$ cat src/rtl/ecc_gen_pkg.sv
package ecc_gen_pkg;

  typedef enum logic [1:0] {
    ST_IDLE   = 2'd0,
    ST_CALC   = 2'd1,
    ST_RESULT = 2'd2
  } ecc_state_t;

  localparam logic [7:0] CMD_CLEAR  = 8'hF4;
  localparam logic [7:0] CMD_CALC   = 8'hB4;
  localparam logic [7:0] CMD_RESULT = 8'hD4;

  localparam int NUM_CHUNKS = 2;
  localparam int NUM_WORDS  = 3;
  localparam int RES_W      = 16;

  // Folds the XOR of all bytes of a chunk into its column byte.
  function automatic logic [7:0] col_code(input logic [7:0] x);
    logic [5:0] cp;
    cp[0] = x[0] ^ x[2] ^ x[4] ^ x[6];
    cp[1] = x[1] ^ x[3] ^ x[5] ^ x[7];
    cp[2] = x[0] ^ x[1] ^ x[4] ^ x[5];
    cp[3] = x[2] ^ x[3] ^ x[6] ^ x[7];
    cp[4] = x[0] ^ x[1] ^ x[2] ^ x[3];
    cp[5] = x[4] ^ x[5] ^ x[6] ^ x[7];
    return {cp, 2'b11};
  endfunction

endpackage

$ cat src/rtl/ecc_byte_lane.sv
module ecc_byte_lane #(
  parameter int CHUNK_AW = 8,
  parameter int CNT_W    = CHUNK_AW + 2
) (
  input  logic                    en,
  input  logic [CNT_W-1:0]        pos,
  input  logic [7:0]              data,
  output logic                    hit,
  output logic                    chunk,
  output logic [2*CHUNK_AW-1:0]   lp_tog,
  output logic [7:0]              col
);

  localparam logic [CNT_W-1:0] LIMIT = CNT_W'(2 ** (CHUNK_AW + 1));

  logic par;

  always_comb begin
    hit   = en && (pos < LIMIT);
    chunk = pos[CHUNK_AW];
    par   = ^data;
    col   = hit ? data : 8'h00;
    for (int k = 0; k < CHUNK_AW; k++) begin
      lp_tog[2*k+1] = hit & par & pos[k];
      lp_tog[2*k]   = hit & par & ~pos[k];
    end
  end

endmodule

$ cat src/rtl/ecc_chunk_acc.sv
module ecc_chunk_acc #(
  parameter int CHUNK_AW = 8,
  parameter int LANES    = 2,
  parameter int CHUNK_ID = 0,
  localparam int LP_W    = 2 * CHUNK_AW
) (
  input  logic                    clk,
  input  logic                    rst_n,
  input  logic                    clr,
  input  logic [LANES-1:0]        lane_hit,
  input  logic [LANES-1:0]        lane_chunk,
  input  logic [LANES*LP_W-1:0]   lane_lp,
  input  logic [LANES*8-1:0]      lane_col,
  output logic [LP_W-1:0]         lp_q,
  output logic [7:0]              col_q
);

  logic [LP_W-1:0] lp_d;
  logic [7:0]      col_d;
  logic            acc_en;

  always_comb begin
    lp_d   = lp_q;
    col_d  = col_q;
    acc_en = 1'b0;
    for (int l = 0; l < LANES; l++) begin
      if (lane_hit[l] && (lane_chunk[l] == 1'(CHUNK_ID))) begin
        acc_en = 1'b1;
        lp_d   = lp_d ^ lane_lp[l*LP_W +: LP_W];
        col_d  = col_d ^ lane_col[l*8 +: 8];
      end
    end
  end

  always_ff @(posedge clk or negedge rst_n) begin
    if (!rst_n) begin
      lp_q  <= '0;
      col_q <= '0;
    end else if (clr) begin
      lp_q  <= '0;
      col_q <= '0;
    end else if (acc_en) begin
      lp_q  <= lp_d;
      col_q <= col_d;
    end
  end

endmodule

$ cat src/rtl/ecc_readout.sv
module ecc_readout
  import ecc_gen_pkg::*;
#(
  parameter int LP_W = 16
) (
  input  logic             clk,
  input  logic             rst_n,
  input  logic             start,
  input  logic             step,
  input  logic             active,
  input  logic [LP_W-1:0]  lp0,
  input  logic [LP_W-1:0]  lp1,
  input  logic [7:0]       colx0,
  input  logic [7:0]       colx1,
  output logic [1:0]       ptr,
  output logic [RES_W-1:0] rd_word
);

  logic [RES_W-1:0] lpw0, lpw1;
  logic [7:0]       cc0, cc1;
  logic [RES_W-1:0] words [NUM_WORDS];
  logic [1:0]       ptr_d;
  logic             ptr_en;

  always_comb begin
    lpw0     = RES_W'(lp0);
    lpw1     = RES_W'(lp1);
    cc0      = col_code(colx0);
    cc1      = col_code(colx1);
    words[0] = lpw0;
    words[1] = {lpw1[7:0], cc0};
    words[2] = {cc1, lpw1[15:8]};
  end

  always_comb begin
    ptr_en = start | step;
    if (start)
      ptr_d = 2'd0;
    else if (ptr == 2'(NUM_WORDS - 1))
      ptr_d = 2'd0;
    else
      ptr_d = ptr + 2'd1;
  end

  always_ff @(posedge clk or negedge rst_n) begin
    if (!rst_n)
      ptr <= 2'd0;
    else if (ptr_en)
      ptr <= ptr_d;
  end

  always_comb begin
    rd_word = '0;
    if (active) begin
      case (ptr)
        2'd0:    rd_word = words[0];
        2'd1:    rd_word = words[1];
        2'd2:    rd_word = words[2];
        default: rd_word = '0;
      endcase
    end
  end

endmodule

$ cat src/rtl/ecc_dual_chunk_gen.sv
module ecc_dual_chunk_gen
  import ecc_gen_pkg::*;
#(
  parameter int CHUNK_AW = 8,
  parameter int XFER_W   = 16
) (
  input  logic              clk,
  input  logic              rst_n,
  input  logic              mode_we,
  input  logic [7:0]        mode_code,
  input  logic              xfer_vld,
  input  logic [XFER_W-1:0] xfer_word,
  input  logic              rd_en,
  output logic [15:0]       rd_word
);

  localparam int BUS_BYTES = XFER_W / 8;
  localparam int LP_W      = 2 * CHUNK_AW;
  localparam int CNT_W     = CHUNK_AW + 2;
  localparam logic [CNT_W-1:0] LIMIT = CNT_W'(2 ** (CHUNK_AW + 1));

  ecc_state_t       st_q, st_d;
  logic [CNT_W-1:0] pos_q, pos_d, pos_step;
  logic [CNT_W:0]   pos_sum;
  logic             clr, take, pos_en;

  logic [BUS_BYTES-1:0]      lane_hit, lane_chunk;
  logic [BUS_BYTES*LP_W-1:0] lane_lp;
  logic [BUS_BYTES*8-1:0]    lane_col;

  logic [NUM_CHUNKS-1:0][LP_W-1:0] lp_acc;
  logic [NUM_CHUNKS-1:0][7:0]      col_acc;
  logic [1:0]                      rd_ptr;
  logic                            res_start, res_step;

  // Mode decode: next state and clear strobe.
  always_comb begin
    st_d = st_q;
    clr  = 1'b0;
    if (mode_we) begin
      case (mode_code)
        CMD_CLEAR: begin
          st_d = ST_IDLE;
          clr  = 1'b1;
        end
        CMD_CALC:   st_d = ST_CALC;
        CMD_RESULT: st_d = ST_RESULT;
        default:    st_d = ST_IDLE;
      endcase
    end
  end

  // Byte position: advances per accepted word, saturates at the page end.
  always_comb begin
    take     = xfer_vld && (st_q == ST_CALC) && !clr;
    pos_sum  = {1'b0, pos_q} + (CNT_W+1)'(BUS_BYTES);
    pos_step = (pos_sum >= {1'b0, LIMIT}) ? LIMIT : pos_sum[CNT_W-1:0];
    pos_en   = clr | take;
    pos_d    = clr ? '0 : pos_step;
  end

  always_ff @(posedge clk or negedge rst_n) begin
    if (!rst_n)
      st_q <= ST_IDLE;
    else
      st_q <= st_d;
  end

  always_ff @(posedge clk or negedge rst_n) begin
    if (!rst_n)
      pos_q <= '0;
    else if (pos_en)
      pos_q <= pos_d;
  end

  // One lane per byte of the transfer word, low byte first.
  for (genvar g = 0; g < BUS_BYTES; g++) begin : g_lane
    logic [CNT_W-1:0] lane_pos;
    assign lane_pos = pos_q + CNT_W'(g);
    ecc_byte_lane #(
      .CHUNK_AW (CHUNK_AW),
      .CNT_W    (CNT_W)
    ) u_lane (
      .en     (take),
      .pos    (lane_pos),
      .data   (xfer_word[g*8 +: 8]),
      .hit    (lane_hit[g]),
      .chunk  (lane_chunk[g]),
      .lp_tog (lane_lp[g*LP_W +: LP_W]),
      .col    (lane_col[g*8 +: 8])
    );
  end

  for (genvar c = 0; c < NUM_CHUNKS; c++) begin : g_chunk
    ecc_chunk_acc #(
      .CHUNK_AW (CHUNK_AW),
      .LANES    (BUS_BYTES),
      .CHUNK_ID (c)
    ) u_acc (
      .clk        (clk),
      .rst_n      (rst_n),
      .clr        (clr),
      .lane_hit   (lane_hit),
      .lane_chunk (lane_chunk),
      .lane_lp    (lane_lp),
      .lane_col   (lane_col),
      .lp_q       (lp_acc[c]),
      .col_q      (col_acc[c])
    );
  end

  assign res_start = mode_we && (mode_code == CMD_RESULT);
  assign res_step  = rd_en && !mode_we && (st_q == ST_RESULT);

  ecc_readout #(
    .LP_W (LP_W)
  ) u_readout (
    .clk     (clk),
    .rst_n   (rst_n),
    .start   (res_start),
    .step    (res_step),
    .active  (st_q == ST_RESULT),
    .lp0     (lp_acc[0]),
    .lp1     (lp_acc[1]),
    .colx0   (col_acc[0]),
    .colx1   (col_acc[1]),
    .ptr     (rd_ptr),
    .rd_word (rd_word)
  );

endmodule

$ cat config.mk
export PLATFORM = sky130hd
export DESIGN_NAME = ecc_dual_chunk_gen
export DESIGN_NICKNAME = d
export VERILOG_FILES = /design/src/rtl/ecc_gen_pkg.sv /design/src/rtl/ecc_byte_lane.sv /design/src/rtl/ecc_chunk_acc.sv /design/src/rtl/ecc_readout.sv /design/src/rtl/ecc_dual_chunk_gen.sv
export SDC_FILE = /design/constraint.sdc
export NUM_CORES = 1
export LEC_CHECK = 0
export BUFFER_PORTS_ARGS = -buffer_cell sky130_fd_sc_hd__buf_4
export CAP_MARGIN = 20
export CORE_UTILIZATION = 53
export CTS_BUF_LIST = sky130_fd_sc_hd__clkbuf_2
export DETAILED_ROUTE_END_ITERATION = 8
export PLACE_DENSITY_LB_ADDON = 0.12
export SLEW_MARGIN = 20
export SYNTH_ARGS = -nofsm -noshare
export SYNTH_HDL_FRONTEND = slang
export SYNTH_SLANG_ARGS = --single-unit
$ cat constraint.sdc
create_clock -name clk -period 2.6 [get_ports clk]
set_input_delay 0.26 -clock clk [delete_from_list [all_inputs] [get_ports clk]]
set_output_delay 0.26 -clock clk [all_outputs]
set_load 0.1 [all_outputs]
==> results of run 1 <==
==> stage by stage <==
step / hold slack (ps) / power (mW) / cells
finish: 69.59 / 2.167 / 581
global route: 40.98 / 2.279 / 581
CTS: 42.52 / 2.171 / 581
detailed placement: 386.5 / 1.507 / 562
global placement: 394.3 / 1.492 / 562
floorplan: -35.59 / 1.433 / 442
==> final cells by class <==
| type | count | area (sq um) |
|---|---|---|
| fill | 615 | 2455 |
| multi-input combinational | 347 | 2125 |
| sequential | 61 | 1530 |
| timing repair buffer | 59 | 466.7 |
| tap | 96 | 120.1 |
| clock inverter | 6 | 77.57 |
| clock buffer | 10 | 50.05 |
| inverter | 2 | 7.507 |
==> flip-flops by register name, summed over array words and instances (netlist names) <==
| register | count |
|---|---|
| g_chunk.u_acc.col_q | 16 |
| pos_q | 9 |
| u_readout.ptr | 2 |
| g_chunk.u_acc.lp_q | 32 |
| st_q | 2 |
==> kinds of logic after synthesis <==
| group | synth area share |
|---|---|
| AOI/OAI and AO/OA | 0.1473 |
| muxes | 0.02421 |
| xor gates and xnor gates | 0.1602 |
| buffers and inverters | 0.04411 |
| and+or+nand+nor | 0.2163 |
| adders and majority gates | 0.003316 |
| DFF | 0.4046 |
==> timing repair <==
item | CTS | global route
resized for setup | 1 | 2
endpoints found under the setup margin | 6 | 2
hold buffers | 3 | 0
endpoints found under the hold margin | 63 | 0
==> layout by cell type (no fill, tap or decap), types with 2 or more instances in the layout <==
cell,netlist,routed
mux2i_1,8,8
nand2_1,46,46
or4_1,14,14
o21ai_1,3,3
o31ai_1,14,14
o21ai_0,15,15
clkbuf_2,0,10
a21oi_1,50,50
nand3b_1,3,3
a211oi_1,8,6
clkinv_1,0,2
a21o_1,3,3
buf_4,2,54
inv_1,2,2
xnor2_1,36,36
xor2_1,33,32
nand2b_1,3,3
nor2_2,0,2
nor2b_1,2,2
nor3_1,8,8
a31oi_1,3,3
or3_1,21,21
dfrtp_1,61,60
dlygate4sd3_1,0,3
a211oi_4,0,2
bufinv_16,0,2
nand3_1,9,9
nor2_1,59,56
clkinv_2,0,2
==> report_power, final <==
part / switching (mW) / internal [mW] / total, mW / leakage [nW]
Combinational: 0.313 / 0.171 / 0.484 / 0.942
Clock: 0.356 / 0.314 / 0.669 / 0.0808
Sequential: 0.0379 / 0.976 / 1.01 / 0.831
==> worst reg2reg max path: cells and delay by family, from the launching register on <==
kind,cells,cell delay (ps)
AO/OA/AOI/OAI,1,160
flip-flops,1,470
AND/OR/NAND/NOR,4,1530
==> worst max-delay path by stage <==
| stage | from | endpoint | slack [ps] | cells after the start |
|---|---|---|---|---|
| after floorplan | u_readout.ptr[1] | rd_word[15] | 40 | 5 |
| after global placement | xfer_word[8] | g_chunk[0].u_acc.lp_q[4] | 430 | 8 |
| after detailed placement | xfer_word[8] | g_chunk[0].u_acc.lp_q[14] | 360 | 8 |
| after CTS | g_chunk[1].u_acc.col_q[6] | rd_word[15] | 110 | 6 |
| after global routing | g_chunk[1].u_acc.col_q[4] | rd_word[15] | 10 | 6 |
| final | g_chunk[1].u_acc.col_q[6] | rd_word[15] | 170 | 6 |
==> layer usage <==
metal / vias up / GRT usage / wire, um
li1: 1594 / - / -
met1: 1605 / 0.3921 / 4298
met2: 90 / 0.4437 / 4478
met3: 14 / 0.03619 / 428
met4: 0 / 0.1061 / 146
met5: - / 0 / 0
==> results.yml, run 1 <==
status:
  run_status: "finished clean"
synth:
  synth-seq-cells: 61
  synth-main-ff-cell: "dfrtp_1"
  synth_most_common_cell: "dfrtp_1"
  ys_seq_area_frac: 0.4046
  yosysUniqueCellTypes: 34
  synthTopCellsByArea: "dfrtp_1 40%, xnor2_1 8.4%, xor2_1 7.7%, a21oi_1 6.6%, nor2_1 5.9%"
  netlist.top_cell.by_area: "dfrtp_1"
  synth_edf_count: 0
  yosys_warnings: 0
  synth_cells: 442
  syn_area_sq_um: 3772
  synthesis.nets: 472
  synth.top_cell.area_share: 0.4046
  synth_commonest_cells: "61 x dfrtp_1, 59 x nor2_1, 50 x a21oi_1"
  syn_avg_cell_area_sq_um: 8.535
  async_reset_ff_frac: 1.000
critical_path:
  worstPathMaxFanout: 3
  reg2reg_depth: 5
  r2r-start: "st_q[1]"
  critPathCaptureType: "output pin"
  r2r_slack_ps: 340
  critPathRequiredTime_ps: 2340
  critPathSlowestCell: "dfrtp_1"
  path_delay_family: "flip-flops"
  worst-path-buf-inv: 1
  slowest_delay_ps: 460
  cp_cell_sequence: "xnor2_1 -> xnor2_1 -> a211oi_1 -> a21oi_1 -> nor2_1 -> buf_6"
  worst-setup-path-type: "flip-flop to output pin"
  worstPathArrival_ps: 2170
  reg2reg_to: "g_chunk[1].u_acc.lp_q[4]"
  critPathMostFrequentCell: "xnor2_1"
  start_kind: "flip-flop"
min_path:
  min-delay-start: "mode_we"
  hp-class: "primary input to flip-flop"
  holdPathStages: 3
  min_to: "st_q[1]"
grt:
  antenna_found_initial: 0
  first_global_vias: 3170
  grt_start_max_net_pins: 62
  grtUsageTotal: 0.2796
  grt_pass1_wl_mm: 15.74
  grt_overflow_total: 0
sta:
  finalCritPeriodShare: 0.9343
  tns_ps: 0
  fmax_mhz: 411.7
  rsz0062_at_grt: "false"
  finClkSkew_ps: 43.20
  setup_ws_ps: 170.8
  setup_violations: 0
  maxSlewViolCount: 0
  finalHoldViolCount: 0
  min_period_ps: 2429
  tightest_slew_ps: 777.2
  slew-limit-headroom: 0.4819
job:
  drv_cap: 0
die:
  ioPinCount: 45
  die_h_um: 86.37
  core_sq_um: 6832
  die_w_um: 86.37
  die_area_sq_um: 7459
  fp-row-count: 30
  start_util: 0.5522
placed_design:
  placed_area_sq_um: 4212
  pre_cts_ws_ps: 358.9
  gp_congestion: 0.8116
  hpwl_mm: 6.611
  io_buffers: 44
cells_and_area:
  postLayoutCoreUtil: 0.6407
  diodes: 0
  final_area_sq_um: 4377
  drive_above_1_share: 0.1629
  area_growth_syn_to_layout_pct: 16.02
  final_nets: 510
clock_network:
  cts.sinks: 61
  root_buffer: "clkbuf_2"
  cts_tree: "done"
  clkSlewWorstSetupHoldPaths_ps: 210
  clk_latency_ps: 510
  cts_setup_buffers: 0
  h-tree-depth: 3
  cts-buffers-inserted: 9
  clockBufferDepth: 2
routing:
  routedWlPerCell_um: 16.10
  routed_wl_mm: 9.352
  antenna_left: 0
  drc: 0
  routed_via_density: 5.685
  drt-initial-drc-count: 281
  num_vias: 3303
  firstDrtPassIters: 4
power_and_ir_drop:
  p_leak_nw: 1.853
  peakVddDrop_mv: 0.3369
  cellPowerDensity_nw_per_um2: 495.1
Power figures use the tool's default switching activity.
==> run 2, diff against run 1 <==
CORE_MARGIN = 1   (was not set)
CORE_UTILIZATION = 56   (was 53)
==> run 2 against run 1 <==
  * The run now ends with design-rule violations left
  * Clock power shrank 2%
  * Clock skew shrank 23 ps
  * Total power grew 0.70%
  * Non-clock buffer count shrank 3
  * Worst hold slack lost 7.5 ps
  * Critical path depth shrank 1
  * Cell count shrank 3.8%
  * Fmax grew 1.4%
  * Sequential power is essentially flat
  * Die area shrank 5.2%
  * First-iteration DRC count shrank 0.71%
  * Core utilization grew 3.7 points
  * Largest cell class unchanged
  * Largest power group unchanged
==> results.yml, run 2 (synthesis gave the netlist of run 1 again) <==
power_and_ir_drop:
  p_sw_frac: 0.3306
  clockPowerShare: 0.300
  p_int_mw: 1.461
  seqPwrFrac: 0.465
  cellPowerDensity_nw_per_um2: 501.3
  switching_power_uw: 721.5
  peakVddDrop_mv: 0.3699
  pwr-share-comb: 0.235
  p_leak_nw: 1.838
sta:
  setup_violations: 0
  slew-limit-headroom: 0.4691
  fmax_mhz: 417.5
  tns_ps: 0
  min_period_ps: 2395
  setup_ws_ps: 204.5
  maxSlewViolCount: 0
  finalHoldViolCount: 0
  tightest_slew_ps: 796.4
  finalCritPeriodShare: 0.9213
  rsz0062_at_grt: "false"
  finClkSkew_ps: 19.74
critical_path:
  endpoint: "rd_word[3]"
  slowest_delay_ps: 740
  worstPathMaxFanout: 14
  worst-setup-path-type: "flip-flop to output pin"
  critPathLaunch: "u_readout.ptr[0]"
  critPathSlowestCell: "dfrtp_1"
  r2r_slack_ps: 480
  r2r-start: "pos_q[1]"
  worst-path-buf-inv: 2
  worstPathArrival_ps: 2140
  reg2reg_to: "pos_q[6]"
  critPathCaptureType: "output pin"
  path_depth: 5
  start_kind: "flip-flop"
  reg2reg_depth: 7
  path_delay_family: "flip-flops"
  critPathMostFrequentCell: "buf_4"
  critPathRequiredTime_ps: 2340
  cp_cell_sequence: "nor2b_1 -> buf_4 -> a21oi_1 -> nor2_1 -> buf_4"
cells_and_area:
  final_nets: 507
  largest_register_ffs: 32
  final_cell_mix: "60 x dfrtp_1, 56 x nor2_1, 51 x buf_4, 50 x a21oi_1, 46 x nand2_1"
  diodes: 0
  layout_commonest_cell: "dfrtp_1"
  postLayoutCoreUtil: 0.6778
  fill_cells: 530
  drive_above_1_share: 0.1618
  area_growth_syn_to_layout_pct: 15.39
  top_register: "g_chunk.u_acc.lp_q"
  fin_cells: 559
  reg_top3: "g_chunk.u_acc.lp_q x32, g_chunk.u_acc.col_q x16, pos_q x9"
  final_area_sq_um: 4353
die:
  ioPinCount: 45
  fp-row-count: 29
  die_h_um: 84.08
  die_w_um: 84.08
  core_sq_um: 6422
  die_area_sq_um: 7069
  start_util: 0.5874
placed_design:
  placedCellCount: 541
  io_buffers: 44
  placed_area_sq_um: 4185
  hpwl_mm: 6.558
  pre_cts_ws_ps: 335.5
  gp_congestion: 0.8539
clock_network:
  h-tree-depth: 3
  clockBufferDepth: 2
  cts-buffers-inserted: 9
  root_buffer: "clkbuf_2"
  cts.sinks: 61
  clkSlewWorstSetupHoldPaths_ps: 160
  cts_tree: "done"
  clk_latency_ps: 500
routing:
  routed_wl_mm: 9.468
  antenna_left: 0
  routedWlPerCell_um: 16.94
  drt-initial-drc-count: 279
  firstDrtPassIters: 6
  drc: 4
  num_vias: 3367
  routed_via_density: 6.023
grt:
  grt_pass1_wl_mm: 15.56
  antenna_found_initial: 0
  grtUsageTotal: 0.2883
  grt_start_max_net_pins: 62
  grt_overflow_total: 0
  first_global_vias: 3218
job:
  drv_cap: 0
status:
  run_status: "finished, violations left"
  violations: "design-rule violations"
min_path:
  hp-class: "primary input to flip-flop"
[run 2: changes by cell type in the layout (fill, tap and decap cells not counted), sizes merged]
cell and change:
dlygate4sd3 -1, buf -2, clkbuf -1, clkinv +1
[run 2: cell type report]
cell class	instances	area, sq um	area share
timing repair buffer	56	454.2	0.1043
inverter	2	7.507	0.001725
clock inverter	7	80.08	0.01840
clock buffer	9	45.04	0.01035
multi-input combinational	347	2142	0.4921
sequential	61	1528	0.3510
tap	77	96.34	0.02213
[run 2: power groups by stage]
stage / Combinational [mW] / Clock, mW / Sequential (mW)
after floorplan: 0.421 / 0 / 1.01
after global placement: 0.476 / 0 / 1.03
after detailed placement: 0.499 / 0 / 1.03
after CTS: 0.502 / 0.669 / 1.01
after global routing: 0.548 / 0.713 / 1.02
final: 0.512 / 0.655 / 1.02
[run 2: how the worst min path moves through the flow]
stage	startpoint	to	slack [ps]	cells after the start
floorplan	rst_n	g_chunk[0].u_acc.col_q[0]	-40	0
global placement	rst_n	g_chunk[1].u_acc.lp_q[9]	400	1
detailed placement	rst_n	g_chunk[1].u_acc.lp_q[9]	390	1
CTS	mode_code[6]	st_q[0]	20	3
global route	mode_code[5]	u_readout.ptr[0]	30	3
finish	mode_code[5]	u_readout.ptr[0]	60	3
[run 2: what timing repair did]
action / CTS / global route
setup endpoints to repair: 0 / 8
setup buffers: 0 / 0
gates resized for setup: 0 / 5
hold buffers: 1 / 1
endpoints found under the hold margin: 61 / 1
[run 2: tightest hold or removal path: stages]
cell,delay (ps)
buf_4,80
nor3_1,70
nor2_1,100
[run 2: through the flow]
| step | hold WS [ps] | power [mW] |
|---|---|---|
| after CTS | 21.63 | 2.184 |
| after global placement | 395.5 | 1.504 |
| after global routing | 29.87 | 2.280 |
| after detailed placement | 392.9 | 1.529 |
| final | 62.14 | 2.182 |
| after floorplan | -35.59 | 1.433 |
[run 2: routing by layer]
metal  part of all wire  GRT usage  routed length [um]  vias to the layer above
met4              0.023     0.1191                 216                        0
met3              0.065    0.05242                 620                       21
li1                   -          -                   -                     1607
met5                  0          0                   0                        -
met2               0.48     0.4732                4542                      134
met1               0.43     0.3768                4088                     1605
